--- src/rtl/hbridge_pkg.sv ---
package hbridge_pkg;

   localparam int NLEG = 2;

   // fault channel map
   localparam int FLT_SRC  = 0;           // NLEG source overcurrent channels
   localparam int FLT_SNK  = FLT_SRC + NLEG;
   localparam int FLT_OPEN = FLT_SNK + NLEG;
   localparam int FLT_LOAD = FLT_OPEN + 1;
   localparam int NFLT     = FLT_LOAD + 1;

   typedef enum logic [1:0] {
      LEG_FLOAT = 2'd0,
      LEG_SRC   = 2'd1,
      LEG_SNK   = 2'd2
   } leg_cmd_e;

   typedef enum logic [1:0] {
      ST_OFF  = 2'd0,
      ST_WAIT = 2'd1,
      ST_SRC  = 2'd2,
      ST_SNK  = 2'd3
   } leg_st_e;

   // mode decode: what one leg is asked to do for the control pair
   function automatic leg_cmd_e leg_cmd(input logic a, input logic b, input int leg);
      leg_cmd_e r;
      case ({a, b})
         2'b00:   r = (leg == 0) ? LEG_SRC : LEG_SNK;
         2'b01:   r = (leg == 0) ? LEG_SNK : LEG_SRC;
         2'b10:   r = LEG_SNK;
         default: r = LEG_FLOAT;
      endcase
      return r;
   endfunction

endpackage

--- src/rtl/hbridge_qual.sv ---
module hbridge_qual #(
   parameter int QUAL_CYC = 4000
) (
   input  logic clk,
   input  logic rst,
   input  logic sense,
   input  logic armed,
   output logic hit
);
   localparam int CW = (QUAL_CYC > 2) ? $clog2(QUAL_CYC) : 1;
   localparam logic [CW-1:0] LAST = CW'(QUAL_CYC - 1);

   logic [CW-1:0] cnt;
   logic          live;

   assign live = sense && armed;

   always_ff @(posedge clk) begin
      if (rst || !live)
         cnt <= '0;
      else if (cnt != LAST)
         cnt <= cnt + 1'b1;
   end

   assign hit = live && (cnt == LAST);

   assert_cnt_cap_R3: assert property (@(posedge clk) disable iff (rst)
      cnt <= LAST);

   assert_cnt_restart_R3: assert property (@(posedge clk) disable iff (rst)
      !live |=> (cnt == '0));

endmodule

--- src/rtl/hbridge_leg.sv ---
module hbridge_leg
   import hbridge_pkg::*;
#(
   parameter int DEAD_CYC = 8
) (
   input  logic     clk,
   input  logic     rst,
   input  leg_cmd_e want,
   input  logic     kill,
   output logic     gate_src,
   output logic     gate_snk
);
   localparam int DW = (DEAD_CYC > 2) ? $clog2(DEAD_CYC) : 1;
   localparam logic [DW-1:0] DLAST = DW'(DEAD_CYC - 1);

   leg_st_e       st;
   leg_cmd_e      tgt;
   leg_cmd_e      eff;
   logic [DW-1:0] cnt;

   assign eff = kill ? LEG_FLOAT : want;

   always_ff @(posedge clk) begin
      if (rst) begin
         st  <= ST_OFF;
         tgt <= LEG_FLOAT;
         cnt <= '0;
      end else begin
         case (st)
            ST_OFF: begin
               if (eff != LEG_FLOAT) begin
                  st  <= ST_WAIT;
                  tgt <= eff;
                  cnt <= '0;
               end
            end
            ST_WAIT: begin
               if (eff != tgt)
                  st <= ST_OFF;
               else if (cnt == DLAST)
                  st <= (tgt == LEG_SRC) ? ST_SRC : ST_SNK;
               else
                  cnt <= cnt + 1'b1;
            end
            ST_SRC: if (eff != LEG_SRC) st <= ST_OFF;
            ST_SNK: if (eff != LEG_SNK) st <= ST_OFF;
            default: st <= ST_OFF;
         endcase
      end
   end

   // masking lets a shutdown drop the gates in the cycle the flag falls
   assign gate_src = (st == ST_SRC) && !kill;
   assign gate_snk = (st == ST_SNK) && !kill;

   assert_no_overlap_R2: assert property (@(posedge clk) disable iff (rst)
      !(gate_src && gate_snk));

   assert_src_gap_R2: assert property (@(posedge clk) disable iff (rst)
      $rose(gate_src) |-> $past(!gate_snk));

   assert_snk_gap_R2: assert property (@(posedge clk) disable iff (rst)
      $rose(gate_snk) |-> $past(!gate_src));

endmodule

--- src/rtl/hbridge_fault.sv ---
module hbridge_fault
   import hbridge_pkg::*;
#(
   parameter int QUAL_CYC = 4000
) (
   input  logic            clk,
   input  logic            rst,
   input  logic            ctl_a,
   input  logic            ctl_b,
   input  logic [NLEG-1:0] oc_src,
   input  logic [NLEG-1:0] oc_snk,
   input  logic            load_short,
   input  logic            open_hi,
   input  logic            open_lo,
   input  logic            over_temp,
   input  logic            uv_on,
   input  logic            uv_off,
   output logic            kill,
   output logic            err_od
);
   logic [1:0]      ctl_prev;
   logic            chg;
   logic            sup_ok;
   logic            uv_flag;
   logic            watch;
   logic            trip;
   logic [NFLT-1:0] sense;
   logic [NFLT-1:0] arm;
   logic [NFLT-1:0] hit;
   logic [NFLT-1:0] lat;
   logic [NLEG-1:0] any_src;

   assign chg   = ({ctl_a, ctl_b} != ctl_prev);
   assign watch = sup_ok && !over_temp;

   always_ff @(posedge clk) begin
      if (rst) begin
         ctl_prev <= 2'b11;
         sup_ok   <= 1'b0;
         uv_flag  <= 1'b0;
      end else begin
         ctl_prev <= {ctl_a, ctl_b};
         if (uv_off) begin
            sup_ok  <= 1'b0;
            uv_flag <= 1'b1;
         end else if (uv_on) begin
            sup_ok  <= 1'b1;
            uv_flag <= 1'b0;
         end
      end
   end

   // per-leg channels: arming follows the commanded switch
   for (genvar i = 0; i < NLEG; i++) begin : g_leg_arm
      leg_cmd_e c;
      assign c                 = leg_cmd(ctl_a, ctl_b, i);
      assign any_src[i]        = (c == LEG_SRC);
      assign arm[FLT_SRC + i]  = watch && (c == LEG_SRC);
      assign arm[FLT_SNK + i]  = watch && (c == LEG_SNK);
      assign sense[FLT_SRC + i] = oc_src[i];
      assign sense[FLT_SNK + i] = oc_snk[i];
   end

   assign arm[FLT_OPEN]   = watch && ctl_a && ctl_b;
   assign sense[FLT_OPEN] = open_hi && open_lo;
   assign arm[FLT_LOAD]   = watch && (|any_src);
   assign sense[FLT_LOAD] = load_short;

   for (genvar c = 0; c < NFLT; c++) begin : g_chan
      hbridge_qual #(.QUAL_CYC(QUAL_CYC)) u_qual (
         .clk   (clk),
         .rst   (rst),
         .sense (sense[c]),
         .armed (arm[c]),
         .hit   (hit[c])
      );

      if (c == FLT_LOAD) begin : g_sticky
         always_ff @(posedge clk) begin
            if (rst || uv_off || !sup_ok)
               lat[c] <= 1'b0;
            else if (hit[c])
               lat[c] <= 1'b1;
         end
      end else begin : g_toggle
         always_ff @(posedge clk) begin
            if (rst)
               lat[c] <= 1'b0;
            else if (hit[c])
               lat[c] <= 1'b1;
            else if (chg && !arm[c])
               lat[c] <= 1'b0;
         end
      end

      assert_set_needs_sense_R3: assert property (@(posedge clk) disable iff (rst)
         $rose(lat[c]) |-> $past(sense[c] && arm[c]));
   end

   assign trip   = |lat;
   assign kill   = trip || over_temp || !sup_ok;
   assign err_od = trip || over_temp || uv_flag;

   assert_open_mode_R7: assert property (@(posedge clk) disable iff (rst)
      $rose(lat[FLT_OPEN]) |-> $past(ctl_a && ctl_b));

   assert_load_hold_R6: assert property (@(posedge clk) disable iff (rst)
      (lat[FLT_LOAD] && !uv_off) |=> lat[FLT_LOAD]);

   assert_uv_flag_R9: assert property (@(posedge clk) disable iff (rst)
      uv_off |=> (uv_flag && !sup_ok));

endmodule

--- src/rtl/hbridge_ctrl.sv ---
module hbridge_ctrl
   import hbridge_pkg::*;
#(
   parameter int QUAL_CYC = 4000,
   parameter int DEAD_CYC = 8
) (
   input  logic       clk,
   input  logic       rst,
   input  logic       ctl_a,
   input  logic       ctl_b,
   input  logic [1:0] oc_src,
   input  logic [1:0] oc_snk,
   input  logic       load_short,
   input  logic       open_hi,
   input  logic       open_lo,
   input  logic       over_temp,
   input  logic       uv_on,
   input  logic       uv_off,
   output logic [1:0] gate_src,
   output logic [1:0] gate_snk,
   output logic       err_od,
   output logic       err_n
);
   if (QUAL_CYC < 2) begin : g_bad_qual
      $error("QUAL_CYC must be at least 2");
   end
   if (DEAD_CYC < 1) begin : g_bad_dead
      $error("DEAD_CYC must be at least 1");
   end
   if (NLEG != 2) begin : g_bad_leg
      $error("bridge needs exactly two legs");
   end

   logic kill;

   hbridge_fault #(.QUAL_CYC(QUAL_CYC)) u_fault (
      .clk        (clk),
      .rst        (rst),
      .ctl_a      (ctl_a),
      .ctl_b      (ctl_b),
      .oc_src     (oc_src),
      .oc_snk     (oc_snk),
      .load_short (load_short),
      .open_hi    (open_hi),
      .open_lo    (open_lo),
      .over_temp  (over_temp),
      .uv_on      (uv_on),
      .uv_off     (uv_off),
      .kill       (kill),
      .err_od     (err_od)
   );

   for (genvar i = 0; i < NLEG; i++) begin : g_leg
      leg_cmd_e want;
      assign want = leg_cmd(ctl_a, ctl_b, i);

      hbridge_leg #(.DEAD_CYC(DEAD_CYC)) u_leg (
         .clk      (clk),
         .rst      (rst),
         .want     (want),
         .kill     (kill),
         .gate_src (gate_src[i]),
         .gate_snk (gate_snk[i])
      );
   end

   assign err_n = !err_od;

   assert_off_on_err_R4: assert property (@(posedge clk) disable iff (rst)
      err_od |-> (gate_src == 2'b00 && gate_snk == 2'b00));

   assert_uv_off_R9: assert property (@(posedge clk) disable iff (rst)
      uv_off |=> (gate_src == 2'b00 && gate_snk == 2'b00 && err_od));

   assert_heat_R8: assert property (@(posedge clk) disable iff (rst)
      over_temp |-> (err_od && gate_src == 2'b00 && gate_snk == 2'b00));

endmodule

--- config.mk ---
export PLATFORM = sky130hd
export DESIGN_NAME = hbridge_ctrl
export DESIGN_NICKNAME = d
export VERILOG_FILES = /design/src/rtl/hbridge_pkg.sv /design/src/rtl/hbridge_qual.sv /design/src/rtl/hbridge_leg.sv /design/src/rtl/hbridge_fault.sv /design/src/rtl/hbridge_ctrl.sv
export SDC_FILE = /design/constraint.sdc
export NUM_CORES = 1
export LEC_CHECK = 0
export CAP_MARGIN = 20
export CORE_ASPECT_RATIO = 2
export CORE_MARGIN = 2
export CORE_UTILIZATION = 47
export DETAILED_ROUTE_END_ITERATION = 8
export DONT_BUFFER_PORTS = 1
export GPL_TIMING_DRIVEN = 0
export PLACE_DENSITY = 0.65
export SLEW_MARGIN = 25
export SYNTH_ARGS = -nofsm -noshare
export SYNTH_HDL_FRONTEND = slang
export SYNTH_SLANG_ARGS = --single-unit
--- constraint.sdc ---
create_clock -name clk -period 6 [get_ports clk]
set_clock_uncertainty 0.2 [all_clocks]
set_input_delay 0.3 -clock clk [delete_from_list [all_inputs] [get_ports clk]]
set_output_delay 0.3 -clock clk [all_outputs]
set_load 0.02 [all_outputs]
* After elaboration in Yosys (flattened, before gate mapping)
Index checks and enable logic that the tools add are counted.
Operators by class: add/sub/neg operators 8, multipliers 0, div/mod/pow operators 0, order comparisons 0, equal/unequal tests 47, shift operators 0, mux-type cells 38, bitwise logic cells 0, reduce and logical (&&, ||, !) cells 80
Operators by type and width (count):
- 12-bit by 1-bit adder with 12-bit output (second input constant) | 6
- 12-bit == test (second input constant) | 6
- 12-bit inequality test (second input constant) | 6
- 1-bit logical AND | 30
- 2-bit two-way mux | 12
- 2-bit nonzero test | 10
- 3-bit two-way mux | 6
- 2-bit by 1-bit inequality test with 1-bit output (second input constant) | 8
- 2-bit one-hot mux with 4 select lines | 2
- 4-bit AND reduction | 4
- 1-bit logical NOT | 15
- 2-bit by 1-bit == test with 1-bit output (second input constant) | 7
- 2-bit == test (second input constant) | 7
- 1-bit two-way mux | 14
- 2-bit inequality test (second input constant) | 6
- 3-bit one-hot mux with 2 select lines | 2
- 1-bit logical OR | 11
- 2-bit one-hot mux with 2 select lines | 2
- 2-bit OR reduction | 4
- 3-bit by 1-bit adder with 3-bit output (second input constant) | 2
- 3-bit == test (second input constant) | 2
- 2-bit logical NOT | 3
- 2-bit inequality test | 3
- 3-bit by 1-bit inequality test with 1-bit output (second input constant) | 2
- other kinds (2) | 3
Storage, ports and cells: register bits after elaboration 96, latch bits 0, memory bits (writable) 0, ROM bits 0, input bits 14, output and inout port bits 6, logic and storage cells 194, memories kept 0

* Depth between registers and ports, before layout
depth after elaboration 9, gate-level depth with buffers 9, gate-level depth less buffers 7

* By module
Synthesis repeated with hierarchy kept, for this count alone.
Unflattened totals: cell total of the unflattened synthesis 559, area total of the unflattened synthesis 4921.0 um^2
Modules (own cells, without submodules):
- hbridge_qual | times used 6, cells an instance 64, area an instance 565.5 um^2, sequential area each 240.2 um^2
- hbridge_leg | times used 2, cells an instance 54, area an instance 464.2 um^2, sequential area each 140.1 um^2
- hbridge_fault | times used 1, cells an instance 59, area an instance 528.0 um^2, sequential area each 200.2 um^2
- hbridge_ctrl | times used 1, cells an instance 8, area an instance 71.3 um^2, sequential area each 0.0 um^2

* Worst setup path after synthesis
OpenSTA, ideal clock, no wires.
path type register -> register, start point register u_fault.g_chan[4].u_qual.cnt[0], end point register u_fault.g_chan[4].u_qual.cnt[3], library setup time 0.128 ns, arrival 1.723 ns, required time 5.672 ns, setup slack 3.950 ns, stages on the path, launching flop included 8, path buffers 1, clock period less this slack 2.050 ns, path through dfxtp_1 > ha_1 > nand4_1 > or4_1 > buf_2 > and4_1 > xnor2_1 > nor2_1
Between the ends: cells in the longest elaborated chain, start to end 1, elaborated cells on any way between the ends 2, classes of those cells add/sub (1); eq/ne (1)
RTL lines:
- start: declaration | RTL line hbridge_qual.sv:13 | logic [CW-1:0] cnt;
- start signal: assignment | RTL line hbridge_qual.sv:22 | cnt <= cnt + 1'b1;
- 12-bit by 1-bit adder with 12-bit output / 12-bit inequality test (equally long branches) | RTL line hbridge_qual.sv:22, hbridge_qual.sv:21
Parallel ways exist; a longest one is shown, timed or not. A chain may end at the register's enable or synchronous reset.

* Final worst setup path
start point input port ctl_a, end point register u_fault.g_chan[3].u_qual.cnt[10]
Between the ends: cells in the longest elaborated chain, start to end 8, elaborated cells on any way between the ends 10, classes of those cells eq/ne (3); mux (1); reduce/logical (6)
RTL lines:
- start: declaration | RTL line hbridge_ctrl.sv:9 | input logic ctl_a,
- 2-bit == test / 2-bit logical NOT (equally long branches) | RTL line hbridge_pkg.sv:28 | case ({a, b})
- 2-bit OR reduction (no line)
- 2-bit one-hot mux with 2 select lines * | RTL line hbridge_pkg.sv:28
- 2-bit == test * | RTL line hbridge_fault.sv:59 | assign arm[FLT_SNK + i] = watch && (c == LEG_SNK);
- 1-bit logical AND * | RTL line hbridge_fault.sv:59
- 1-bit logical AND * | RTL line hbridge_qual.sv:16 | assign live = sense && armed;
- 1-bit logical NOT * | RTL line hbridge_qual.sv:19 | if (rst || !live)
- 1-bit logical OR * | RTL line hbridge_qual.sv:19
- end signal: assignment | RTL line hbridge_qual.sv:22
- end: declaration | RTL line hbridge_qual.sv:13
Mark *: on every way between the ends. The rest lies on a longest branch, timed or not.

==> flow_summary.yaml <==
clock_network:
  cts_resized: 0
  clock_latency_ns: 0.34
  htree_num_levels: 3
  path_clk_slew_ns: 0.07
  cts_buffers: 9
  cts_root_buffer: "clkbuf_16"
  cts_buffer_depth: 2
  clkSinkCount: 96
  cts_setup_buffers: 0
  cts_tree: "done"
  cts_hold_buf: 12
logic_synthesis:
  synth.distinct_cells: 49
  ys_ff_latch: 96
  syn_nets: 563
  synth.avg_cell_area_um2: 8.69
  synthArstFlopShare: 0
  synth_area_leader_cell: "dfxtp_1"
  seq_area_frac_synth: 0.414
  synth_top_area_frac: 0.414
  yosysWarnings: 0
  synth.area.top_cells: "dfxtp_1, nor2_1, xnor2_1"
  synth_area_mm2: 0.00464
  netlist_instances: 534
  synth_edf_count: 0
  synthFlopType: "dfxtp_1"
grt:
  grt_max_degree: 18
  grt_pass1_wl_um: 16200
  antenna_found_initial: 0
  grt-ovfl-total: 0
  grt_pass1_vias: 3736
  grt_use_total: 0.191
run:
  drv_cap: 0
run_status:
  outcome: "finished, final reports clean"
floorplanning:
  start_util: 0.478
  rows: 51
  die-area_mm2: 0.0107
  core-area_mm2: 0.00970
  die_y_um: 144
  ioPinCount: 20
  die_x_um: 74.2
route:
  routed_wl_um: 9430
  drt-pass1-iter-count: 4
  post_drt_wl_per_cell_um: 13.6
  first_iter_violations: 198
  drc: 0
  ant_nets: 0
  routed_via_density: 5.44
  vias: 3776
sta:
  slew_violations: 0
  fmax_ghz: 0.382
  max_slew_margin: 0.453
  period_share: 0.436
  setup_tns_ns: 0
  rsz0062_at_grt: "no"
  hold_violations: 0
  setup_violations: 0
  worst_pin_slew_ns: 0.814
  fin_crit_ns: 2.62
power_and_ir_drop:
  p_switching_mw: 0.293
  leakage_nw: 1.77
  power_density_mw_per_mm2: 246
  seqPwrFrac: 0.500
  p_int_mw: 0.995
  p_comb_frac: 0.047
  swShare: 0.227
  pwr-share-clk: 0.453
  peakVddDrop_mv: 0.204
layout:
  fin_cells: 694
  fin_area_mm2: 0.00523
  area_growth_pct: 12.7
  diodes: 0
  final_layout_size_suffix_gt1_frac: 0.0694
  seqCellArea_mm2: 0.00192
  nets: 586
  multi_input_area_mm2: 0.00256
  fill_cells: 930
critical_path:
  endpoint: "u_fault.g_chan[3].u_qual.cnt[10]$_SDFFE_PP0N_"
  r2r_end: "u_fault.g_chan[1].u_qual.cnt[3]$_SDFFE_PP0N_"
  critPathLaunchType: "input pin"
  criticalPathCategory: "in -> reg"
  reg2reg_from: "u_fault.g_chan[1].u_qual.cnt[0]$_SDFFE_PP0N_"
  reg2reg_depth: 5
  startpoint: "ctl_a"
  rrSetupSlack_ns: 3.76
  arrival_ns: 2.63
  end_kind: "flop"
  crit_required_ns: 6.01
  crit_fanout: 10
placement:
  place_inst: 666
  place_congestion: 0.807
  dpl_cell_area_mm2: 0.00480
  io_buffers: 0
  hpwl_um: 6950
min_path:
  worstHoldPathType: "in -> reg"
  worstHoldPathCells: 2
[how the worst min path moves through the flow]
stage / start / end / slack (ns)
after floorplan: uv_off / u_fault.lat[5]$_SDFFE_PP0P_ / 0.18
after global placement: uv_off / u_fault.lat[5]$_SDFFE_PP0P_ / 0.18
after global routing: oc_src[1] / u_fault.lat[1]$_SDFFE_PP0P_ / 0.01
final: rst / g_leg[0].u_leg.st[1]$_SDFFE_PP0P_ / 0.02
after detailed placement: uv_off / u_fault.lat[5]$_SDFFE_PP0P_ / 0.18
after CTS: oc_src[1] / u_fault.lat[1]$_SDFFE_PP0P_ / 0.007
[cells in the final DEF (no fill, tap or decap), drive strengths merged, types with 15 or more instances in the layout]
cell type | netlist | routed
inv | 16 | 18
dfxtp | 96 | 96
clkbuf | 8 | 18
nor3 | 25 | 25
a21oi | 25 | 25
ha | 15 | 15
nand4 | 20 | 20
nand3 | 30 | 30
xnor2 | 28 | 28
xor2 | 23 | 23
nor2 | 83 | 83
nand2 | 38 | 38
[layout make-up]
| cell class | instances | area share |
|---|---|---|
| Tap cell | 132 | 0.0316 |
| Clock inverter | 6 | 0.0146 |
| Multi-Input combinational cell | 406 | 0.490 |
| Inverter | 16 | 0.0115 |
| Timing Repair Buffer | 12 | 0.0230 |
| Buffer | 16 | 0.0177 |
| Clock buffer | 10 | 0.0438 |
| Sequential cell | 96 | 0.368 |
[synth_stat cells (2+ instances only)]
master and instances:
or3_1 8, ha_1 15, nand3_1 29, nor2b_1 4, and4_1 2, a31oi_1 10
and4b_1 2, nand4_1 20, a41oi_1 2, buf_4 4, nand2b_1 11, nor2_1 83
and3_1 12, xnor2_1 28, inv_1 16, a211oi_1 6, nor3b_1 3, buf_6 2
o21bai_1 5, and2_1 2, dfxtp_1 96, o32ai_1 2, nor3_1 25, buf_2 2
clkbuf_1 8, a21oi_1 24, nor4_4 3, xor2_1 23, or2_2 3, nor4_2 3
nand2_1 38, o21ai_0 13, mux2i_1 14
[through the flow]
stage,utilization,worst slack (ns),power [mW],hold WS [ns]
after floorplan,-,3.95,0.700,0.177
after global placement,0.495,3.65,0.710,0.178
after detailed placement,0.495,3.58,0.711,0.181
after CTS,0.539,3.38,1.30,0.00698
after global routing,0.539,3.23,1.34,0.0105
final,0.539,3.38,1.29,0.0214
[power groups by stage]
stage	registers [mW]	logic (mW)	clock network, mW
5_1_grt	0.644	0.0660	0.631
6_report	0.644	0.0601	0.583
4_1_cts	0.644	0.0599	0.600
3_3_place_gp	0.659	0.0516	0
3_5_place_dp	0.659	0.0522	0
2_1_floorplan	0.658	0.0422	0
[routing by layer]
layer / routed length [um] / up-vias / global-route usage
met5: 0 / - / 0
met4: 147 / 0 / 0.0724
met3: 264 / 10 / 0.0404
met2: 5200 / 53 / 0.360
met1: 3820 / 1788 / 0.200
li1: - / 1925 / -
[worst max-delay path: stages]
cell and delay, ns:
dlygate4sd3_1 0.53, inv_1 0.09, ha_1 0.20, buf_2 0.17, o21bai_1 0.48, nor2_1 0.19, nand4b_1 0.20, clkbuf_1 0.37
nor2_1 0.10
[cell families (layout without fill, tap and decap cells)]
family / count (synthesis) / after routing / synth area share
AOI/OAI and AO/OA: 71 / 71 / 0.0982
xor gates and xnor gates: 51 / 51 / 0.0963
adders and majority gates: 15 / 15 / 0.0405
buffers and inverters: 32 / 60 / 0.0329
DFF: 96 / 96 / 0.414
muxes: 14 / 14 / 0.0302
and+or+nand+nor: 255 / 255 / 0.288
[sequential cells by signal, indices dropped and copies added, names as in the netlist]
signal and cells:
u_fault.g_chan.u_qual.cnt 72, u_fault.sup_ok 1, u_fault.ctl_prev 2, u_fault.uv_flag 1, g_leg.u_leg.tgt 4, g_leg.u_leg.st 4, g_leg.u_leg.cnt 6, u_fault.lat 6
Power figures use the tool's default switching activity.
